==> config.mk <==
export PLATFORM = sky130hd
export DESIGN_NAME = pwm_shadow_timer
export DESIGN_NICKNAME = d
export VERILOG_FILES = /design/src/rtl/pwm_pkg.sv /design/src/rtl/pwm_rst_sync.sv /design/src/rtl/pwm_prescaler.sv /design/src/rtl/pwm_period_counter.sv /design/src/rtl/pwm_match_bank.sv /design/src/rtl/pwm_out_stage.sv /design/src/rtl/pwm_shadow_timer.sv
export SDC_FILE = /design/constraint.sdc
export NUM_CORES = 1
export LEC_CHECK = 0
export BUFFER_PORTS_ARGS = -buffer_cell sky130_fd_sc_hd__buf_2
export CAP_MARGIN = 20
export CELL_PAD_IN_SITES_DETAIL_PLACEMENT = 1
export CELL_PAD_IN_SITES_GLOBAL_PLACEMENT = 1
export CORE_MARGIN = 4
export CORE_UTILIZATION = 50
export CTS_CLUSTER_SIZE = 16
export DETAILED_ROUTE_END_ITERATION = 7
export PLACE_DENSITY_LB_ADDON = 0.1
export REMOVE_ABC_BUFFERS = 1
export SETUP_SLACK_MARGIN = 0.1
export SLEW_MARGIN = 20
export SYNTH_ARGS = -nofsm -noshare
export SYNTH_HDL_FRONTEND = slang
export SYNTH_SLANG_ARGS = --single-unit
==> constraint.sdc <==
create_clock -name clk -period 9 [get_ports clk]
set_input_delay 0.9 -clock clk [delete_from_list [all_inputs] [get_ports clk]]
set_output_delay 0.9 -clock clk [all_outputs]
set_load 0.02 [all_outputs]
==> src/rtl/pwm_pkg.sv <==
package pwm_pkg;
  localparam int CTL_W    = 4;
  localparam int CTL_RUN  = 0;
  localparam int CTL_HOLD = 1;
  localparam int CTL_PWM  = 3;
  localparam logic [CTL_W-1:0] CTL_MASK = 4'b1011;

  function automatic int addr_latch(input int nch);
    return nch + 1;
  endfunction

  function automatic int addr_pre(input int nch);
    return nch + 2;
  endfunction

  function automatic int addr_ctl(input int nch);
    return nch + 3;
  endfunction
endpackage

==> src/rtl/pwm_rst_sync.sv <==
module pwm_rst_sync (
  input  logic clk,
  input  logic arst_n,
  output logic srst_n
);
  logic [1:0] sync_q;

  always_ff @(posedge clk or negedge arst_n) begin
    if (!arst_n) sync_q <= 2'b00;
    else         sync_q <= {sync_q[0], 1'b1};
  end

  assign srst_n = sync_q[1];
endmodule

==> src/rtl/pwm_prescaler.sv <==
module pwm_prescaler #(
  parameter int PRE_W = 8
) (
  input  logic             clk,
  input  logic             rst_n,
  input  logic             hold,
  input  logic             run,
  input  logic [PRE_W-1:0] limit,
  output logic             tick,
  output logic [PRE_W-1:0] pre_cnt
);
  logic [PRE_W-1:0] cnt_q, cnt_d;
  logic             cnt_en;

  assign tick = run && (cnt_q >= limit);

  always_comb begin
    cnt_en = hold || run;
    cnt_d  = cnt_q;
    if (hold)      cnt_d = '0;
    else if (tick) cnt_d = '0;
    else if (run)  cnt_d = cnt_q + 1'b1;
  end

  always_ff @(posedge clk or negedge rst_n) begin
    if (!rst_n)      cnt_q <= '0;
    else if (cnt_en) cnt_q <= cnt_d;
  end

  assign pre_cnt = cnt_q;
endmodule

==> src/rtl/pwm_period_counter.sv <==
module pwm_period_counter #(
  parameter int CNT_W = 16
) (
  input  logic             clk,
  input  logic             rst_n,
  input  logic             hold,
  input  logic             tick,
  input  logic [CNT_W-1:0] period,
  output logic [CNT_W-1:0] cnt,
  output logic             wrap
);
  logic [CNT_W-1:0] cnt_q, cnt_d;
  logic             cnt_en;

  assign wrap = tick && (cnt_q == period);

  always_comb begin
    cnt_en = hold || tick;
    cnt_d  = cnt_q;
    if (hold || wrap) cnt_d = '0;
    else if (tick)    cnt_d = cnt_q + 1'b1;
  end

  always_ff @(posedge clk or negedge rst_n) begin
    if (!rst_n)      cnt_q <= '0;
    else if (cnt_en) cnt_q <= cnt_d;
  end

  assign cnt = cnt_q;
endmodule

==> src/rtl/pwm_match_bank.sv <==
module pwm_match_bank #(
  parameter int NMR   = 7,
  parameter int CNT_W = 16
) (
  input  logic                      clk,
  input  logic                      rst_n,
  input  logic                      hold,
  input  logic                      wrap,
  input  logic [NMR-1:0]            sh_we,
  input  logic [CNT_W-1:0]          wdata,
  input  logic                      le_wr,
  input  logic [NMR-1:0]            le_wdata,
  output logic [NMR-1:0][CNT_W-1:0] shadow,
  output logic [NMR-1:0][CNT_W-1:0] active,
  output logic [NMR-1:0]            le
);
  logic [NMR-1:0] le_q, le_d;

  for (genvar i = 0; i < NMR; i++) begin : g_mr
    logic [CNT_W-1:0] sh_q, sh_d, act_q, act_d;
    logic             act_en;

    always_comb begin
      sh_d   = sh_we[i] ? wdata : sh_q;
      act_en = hold || (wrap && le_q[i]);
      act_d  = act_en ? sh_q : act_q;
    end

    always_ff @(posedge clk or negedge rst_n) begin
      if (!rst_n) begin
        sh_q  <= '0;
        act_q <= '0;
      end else begin
        if (sh_we[i]) sh_q  <= sh_d;
        if (act_en)   act_q <= act_d;
      end
    end

    assign shadow[i] = sh_q;
    assign active[i] = act_q;
  end

  always_comb begin
    le_d = le_q;
    if (le_wr)     le_d = le_wdata;
    else if (wrap) le_d = '0;
  end

  always_ff @(posedge clk or negedge rst_n) begin
    if (!rst_n) le_q <= '0;
    else        le_q <= le_d;
  end

  assign le = le_q;
endmodule

==> src/rtl/pwm_out_stage.sv <==
module pwm_out_stage #(
  parameter int NCH   = 6,
  parameter int CNT_W = 16
) (
  input  logic                      drive,
  input  logic [CNT_W-1:0]          cnt,
  input  logic [NCH:0][CNT_W-1:0]   active,
  output logic [NCH-1:0]            pwm_out
);
  for (genvar ch = 0; ch < NCH; ch++) begin : g_ch
    assign pwm_out[ch] = drive && (cnt < active[ch+1]);
  end
endmodule

==> src/rtl/pwm_shadow_timer.sv <==
module pwm_shadow_timer
  import pwm_pkg::*;
#(
  parameter  int NCH   = 6,
  parameter  int CNT_W = 16,
  parameter  int PRE_W = 8,
  localparam int NMR   = NCH + 1,
  localparam int AW    = $clog2(NCH + 4)
) (
  input  logic             clk,
  input  logic             rst_n,
  input  logic [AW-1:0]    bus_addr,
  input  logic             bus_we,
  input  logic [CNT_W-1:0] bus_wdata,
  output logic [CNT_W-1:0] bus_rdata,
  output logic [NCH-1:0]   pwm_out
);
  localparam int A_LE  = addr_latch(NCH);
  localparam int A_PRE = addr_pre(NCH);
  localparam int A_CTL = addr_ctl(NCH);

  logic                      srst_n;
  logic [CTL_W-1:0]          ctl_q, ctl_d;
  logic [PRE_W-1:0]          pr_q, pr_d;
  logic                      ctl_wr, pr_wr, le_wr;
  logic [NMR-1:0]            sh_we;
  logic                      hold, run, pwm_mode, tick, wrap;
  logic [PRE_W-1:0]          pre_cnt;
  logic [CNT_W-1:0]          cnt;
  logic [NMR-1:0][CNT_W-1:0] shadow, active;
  logic [NMR-1:0]            le_q;

  pwm_rst_sync u_rst (.clk(clk), .arst_n(rst_n), .srst_n(srst_n));

  always_comb begin
    ctl_wr = bus_we && (bus_addr == AW'(A_CTL));
    pr_wr  = bus_we && (bus_addr == AW'(A_PRE));
    le_wr  = bus_we && (bus_addr == AW'(A_LE));
    for (int i = 0; i < NMR; i++) sh_we[i] = bus_we && (bus_addr == AW'(i));
    ctl_d  = bus_wdata[CTL_W-1:0] & CTL_MASK;
    pr_d   = bus_wdata[PRE_W-1:0];
  end

  always_ff @(posedge clk or negedge srst_n) begin
    if (!srst_n) begin
      ctl_q <= '0;
      pr_q  <= '0;
    end else begin
      if (ctl_wr) ctl_q <= ctl_d;
      if (pr_wr)  pr_q  <= pr_d;
    end
  end

  assign hold     = ctl_q[CTL_HOLD];
  assign run      = ctl_q[CTL_RUN] && !hold;
  assign pwm_mode = ctl_q[CTL_PWM];

  pwm_prescaler #(.PRE_W(PRE_W)) u_pre (
    .clk(clk), .rst_n(srst_n), .hold(hold), .run(run),
    .limit(pr_q), .tick(tick), .pre_cnt(pre_cnt)
  );

  pwm_period_counter #(.CNT_W(CNT_W)) u_cnt (
    .clk(clk), .rst_n(srst_n), .hold(hold), .tick(tick),
    .period(active[0]), .cnt(cnt), .wrap(wrap)
  );

  pwm_match_bank #(.NMR(NMR), .CNT_W(CNT_W)) u_bank (
    .clk(clk), .rst_n(srst_n), .hold(hold), .wrap(wrap),
    .sh_we(sh_we), .wdata(bus_wdata), .le_wr(le_wr),
    .le_wdata(bus_wdata[NMR-1:0]), .shadow(shadow),
    .active(active), .le(le_q)
  );

  pwm_out_stage #(.NCH(NCH), .CNT_W(CNT_W)) u_out (
    .drive(pwm_mode && !hold), .cnt(cnt), .active(active),
    .pwm_out(pwm_out)
  );

  always_comb begin
    bus_rdata = '0;
    for (int i = 0; i < NMR; i++)
      if (bus_addr == AW'(i)) bus_rdata = shadow[i];
    if (bus_addr == AW'(A_LE))  bus_rdata[NMR-1:0]   = le_q;
    if (bus_addr == AW'(A_PRE)) bus_rdata[PRE_W-1:0] = pr_q;
    if (bus_addr == AW'(A_CTL)) bus_rdata[CTL_W-1:0] = ctl_q;
  end
endmodule

[Word-level counts from Yosys, hierarchy flattened]
Index checks and enable logic that the tools add are counted.
Cells by class
  magnitude comparators: 7
  reductions and logical operators: 44
  equal/unequal tests: 10
  muxes and demuxes: 17
  $add $sub $neg: 2
Operator list (count)
  2-to-1 mux 16 bit: 9
  < comparator 16 bit: 6
  2-to-1 mux 8 bit: 4
  logical AND 1 bit: 27
  2-to-1 mux 7 bit: 3
  adder 16 x 1 -> 16 bit, second input constant: 1
  == test 16 bit: 1
  == test 4 x 3 -> 1 bit, second input constant: 4
  logical OR 1 bit: 10
  adder 8 x 1 -> 8 bit, second input constant: 1
  == test 4 x 2 -> 1 bit, second input constant: 2
  == test 4 bit, second input constant: 2
  >= comparator 8 bit: 1
  == test 4 x 1 -> 1 bit, second input constant: 1
  logical NOT 4 bit: 1
  2-to-1 mux 4 bit: 1
  AND reduction 2 bit: 2
  nonzero test 2 bit: 2
  nonzero test 3 bit: 1
  logical NOT 1 bit: 1
Storage, ports and cells
  bits of input ports: 23
  flip-flop bits (word level): 268
  output and inout port bits: 22
  word-level logic and storage cells: 100

[Longest topological paths before layout]
  depth in word-level cells: 11
  gate-level depth with buffers: 11
  depth with buffers taken out: 8

[Hierarchy]
A second synthesis with hierarchy kept.
Second synthesis, totals
  cells, all modules: 1249
  area, all modules: 14635.3 um^2
By module, submodules not included
  pwm_match_bank: area each 8709.6 um^2, instances 1, cells each 496, sequential area each 5780.5 um^2
  pwm_out_stage: area each 2275.9 um^2, instances 1, cells each 312, sequential area each 0.0 um^2
  pwm_shadow_timer: area each 1841.8 um^2, instances 1, cells each 247, sequential area each 275.3 um^2
  pwm_period_counter: area each 1077.3 um^2, instances 1, cells each 110, sequential area each 400.4 um^2
  pwm_prescaler: area each 676.9 um^2, instances 1, cells each 81, sequential area each 200.2 um^2
  pwm_rst_sync: area each 53.8 um^2, instances 1, cells each 3, sequential area each 50.0 um^2

[Worst setup path after synthesis]
Ideal clock, no wire load.
  kind: input to output
  from: input bus_addr[0]
  to: output bus_rdata[3]
  data required time: 8.100 ns
  cell stages on the path: 6
  arrival time: 2.504 ns
  setup slack: 5.596 ns
  cells stage by stage: buf_2 > buf_1 > buf_1 > and2_1 > a211oi_1 > a311oi_1
Between the ends
  word-level cells in the longest chain between the ends: 11
  elaborated cells between the ends (all ways): 20
  classes of those cells: eq/ne (9); mux (10); reduce/logical (1)
RTL lines
  from (decl): RTL line pwm_shadow_timer.sv:12  | input logic [AW-1:0] bus_addr,
  logical NOT 4 bit: RTL line pwm_shadow_timer.sv:83  | if (bus_addr == AW'(i)) bus_rdata = shadow[i];
  2-to-1 mux 16 bit (7 in series): RTL line pwm_shadow_timer.sv:83
  2-to-1 mux 7 bit: RTL line pwm_shadow_timer.sv:84  | if (bus_addr == AW'(A_LE)) bus_rdata[NMR-1:0] = le_q;
  2-to-1 mux 8 bit: RTL line pwm_shadow_timer.sv:85  | if (bus_addr == AW'(A_PRE)) bus_rdata[PRE_W-1:0] = pr_q;
  2-to-1 mux 4 bit *: RTL line pwm_shadow_timer.sv:86  | if (bus_addr == AW'(A_CTL)) bus_rdata[CTL_W-1:0] = ctl_q;
  to (decl): RTL line pwm_shadow_timer.sv:15  | output logic [CNT_W-1:0] bus_rdata,
Mark *: on every way between the ends. The rest lies on a longest branch, timed or not.

[Worst setup path in the final report]
  from: input bus_addr[1]
  to: output bus_rdata[4]
Between the ends
  word-level cells in the longest chain between the ends: 10
  elaborated cells between the ends (all ways): 18
  classes of those cells: eq/ne (8); mux (9); reduce/logical (1)
RTL lines (RTL line)
  logical NOT 4 bit: pwm_shadow_timer.sv:83
  2-to-1 mux 16 bit (7 in series): pwm_shadow_timer.sv:83
  2-to-1 mux 7 bit: pwm_shadow_timer.sv:84
  2-to-1 mux 8 bit *: pwm_shadow_timer.sv:85
Marked as above.

==> reports/qor.csv <==
metric;value;unit
power_frac_clock;29.0;%
path_clk_slew;0.06;ns
grt_pass1_vias;10372;
grt_max_degree;163;
drc_errors;0;
nNetsFinal;1344;
clock_insertion_delay_worst_skew;0.56;ns
critical_path.endpoint_type;output port;
syn_inst;1188;
area_growth_syn_to_layout;10.03;%
dp.cells;1567;
status;finished, final reports clean;
async_flop_share;100.0;%
cellLeakagePower;7.704;nW
worst_slew_pin_slew;1.008;ns
hold_buffers;0;
grt.overflow.total;0;
critPathMaxFanout;28;
yosys_warnings;0;
finalCritPeriodShare;46.11;%
cts_tree;built;
grt_antenna_before_repair;0;
grt_use_total;25.72;%
avgRoutedWirePerCell;24.42;um
die_area;31400;um^2
cts_resized;0;
hold_class;in -> async;
fmax;0.2410;GHz
postSynthAreaPerCell;12.05;um^2
peakVddDrop;0.1657;mV
p_comb_share;27.7;%
setup_tns;0;ns
fin_cells;1622;
cts_sinks;268;
stdcell_area;15750;um^2
startpoint_type;input pin;
first_iter_violations;647;
synth_area;14310;um^2
synth_cell_types;63;
via_count;9621;
setup_violations;0;
ios;45;
cts-root-buf;clkbuf_16;
ys_seq_area_share;46.85;%
synth_edf_count;0;
cts_buffer_depth;3;
die_y;177.2;um
cpMaxStageDelayCell;or3b_2;
finalHoldViolCount;0;
gp_congestion;0.8830;
finalMaxSlewViolations;0;
cap_violations;0;
start_util;51.11;%
io_buffers;44;
p_seq_share;43.3;%
routed_wl;39600;um
grt_pass1_wl;62000;um
p_sw;1.410;mW
rows;61;
core;28010;um^2
drtPass1Iterations;5;
switching_share;31.51;%
p_per_area;284.1;nW/um^2
synth-main-ff-cell;dfrtp_1;
die_w;177.2;um
p_int;3.065;mW
slew_headroom;32.79;%
skew;0.01842;ns
place_area;14690;um^2
hpwl;28360;um
drive_gt1_share;28.14;%
path_class;in -> out;
critical_path_arrival;3.25;ns
crit_top_cell;buf_2;
num_antenna_cells;0;
critPathMaxStageDelay;0.55;ns
drtAntennaViolNets;0;
crit_chain;buf_2 -> or3b_2 -> nor2_2 -> a222oi_1 -> o211ai_1 -> o21ai_0 -> a22oi_1 -> buf_2;
cp.required;8.10;ns
grt_setup_unrepaired;false;
cts-buffers-inserted;30;
htree_levels;1;
viasPerCell;5.932;
layout_min_cycle_time;4.150;ns
synth-seq-cells;268;
post_cts_buffers;0;
-- placed cells by master, fill, tap and decap left out, types with 9 or more instances in the layout --
cell type and instances:
dfrtp_1 267, mux2_2 166, inv_1 113, ha_1 100, mux2_4 67, nand2_1 58, buf_2 44, nor2_1 41
o21ai_0 38, a21o_1 38, a21oi_1 34, clkbuf_16 31, xnor2_1 29, nand4_1 19, a211oi_1 14, nand2b_1 13
a22oi_1 12, a222oi_1 11, clkbuf_8 11, nand3_1 9
-- metal layers --
layer / GRT usage (%) / routed length, um / up-vias
met3: 4.486 / 1969 / 46
met4: 5.545 / 867 / 0
met2: 40.96 / 18200 / 222
met5: 0 / 0 / -
met1: 37.21 / 18560 / 5035
li1: - / - / 4318
-- Yosys cell counts, types with 19 or more instances --
| cell type | n | share of area (%) |
|---|---|---|
| a21o_1 | 38 | 2.0 |
| a21oi_1 | 34 | 1.2 |
| dfrtp_1 | 268 | 47 |
| ha_1 | 100 | 8.7 |
| inv_1 | 113 | 3.0 |
| mux2_2 | 166 | 13 |
| mux2_4 | 67 | 7.0 |
| nand2_1 | 58 | 1.5 |
| nand4_1 | 19 | 0.83 |
| nor2_1 | 42 | 1.1 |
| o21ai_0 | 38 | 1.3 |
| xnor2_1 | 29 | 1.8 |
-- critical path: cells and delay by family --
family	cells	cell delay [ns]
buf+inv	2	0.61
simple gates	2	1.08
compound gates	4	0.66
-- power groups by stage --
| stage | registers (mW) | logic [mW] | clock network (mW) |
|---|---|---|---|
| detailed placement | 1.94 | 1.24 | 0 |
| CTS | 1.93 | 1.26 | 1.32 |
| finish | 1.94 | 1.24 | 1.30 |
| floorplan | 1.81 | 0.952 | 0 |
| global route | 1.98 | 1.39 | 1.38 |
| global placement | 1.93 | 1.18 | 0 |
-- cells by family (layout without fill, tap and decap cells) --
logic type	count (synthesis)	after routing	share of synthesized area (%)
other	1	1	0.02620
adder cells (fa/ha/maj)	100	100	8.740
AND/OR/NAND/NOR	186	186	6.599
AO/OA/AOI/OAI	197	197	9.475
multiplexers	241	241	20.65
XOR/XNOR	34	34	2.080
flip-flops	268	268	46.85
buffers and inverters	161	217	5.585
-- sequential cells by signal, summed over array words and instances, names as in the netlist --
name / cells
ctl_q: 3
pr_q: 8
u_bank.g_mr.act_q: 112
u_bank.g_mr.sh_q: 112
u_bank.le: 7
u_cnt.cnt: 16
u_pre.pre_cnt: 8
u_rst.sync_q: 2
-- path summary, 6_finish.rpt --
path                                                 from                              endpoint  slack, ns  cells past startpoint
worst max-delay path                          bus_addr[1]                          bus_rdata[4]       4.85                      8
worst min-delay path                                rst_n             u_rst.sync_q[1]$_DFF_PN0_       0.12                      1
worst max register to register  u_cnt.cnt[12]$_DFFE_PN0P_   u_bank.g_mr[4].act_q[4]$_DFFE_PN0P_       5.35                      6
worst min register to register  u_rst.sync_q[1]$_DFF_PN0_  u_bank.g_mr[5].act_q[11]$_DFFE_PN0P_       0.36                      0
max in group asynchronous       u_rst.sync_q[1]$_DFF_PN0_   u_bank.g_mr[3].sh_q[14]$_DFFE_PN0P_       6.60                      2
min in group clk                u_rst.sync_q[0]$_DFF_PN0_             u_rst.sync_q[1]$_DFF_PN0_       0.36                      0
-- metrics by stage --
step / util (%) / power, mW / worst slack [ns] / hold slack (ns)
floorplan: - / 2.765 / 0.9782 / 0.3312
global route: 56.23 / 4.747 / 4.713 / 0.1010
global placement: 52.43 / 3.110 / 4.828 / 0.3441
finish: 56.23 / 4.475 / 4.850 / 0.1208
detailed placement: 52.43 / 3.182 / 4.728 / 0.3357
CTS: 56.22 / 4.512 / 4.713 / 0.1049
-- area by class of cell --
type                            count  area, um^2
Clock buffer                       46       942.2
Clock inverter                      9       120.1
Fill cell                        2917       12260
Inverter                          113       424.2
Multi-Input combinational cell    759        6812
Sequential cell                   268        6710
Tap cell                          378       473.0
Timing Repair Buffer               49       270.3
Note: power is estimated with default switching activity, not from simulation.
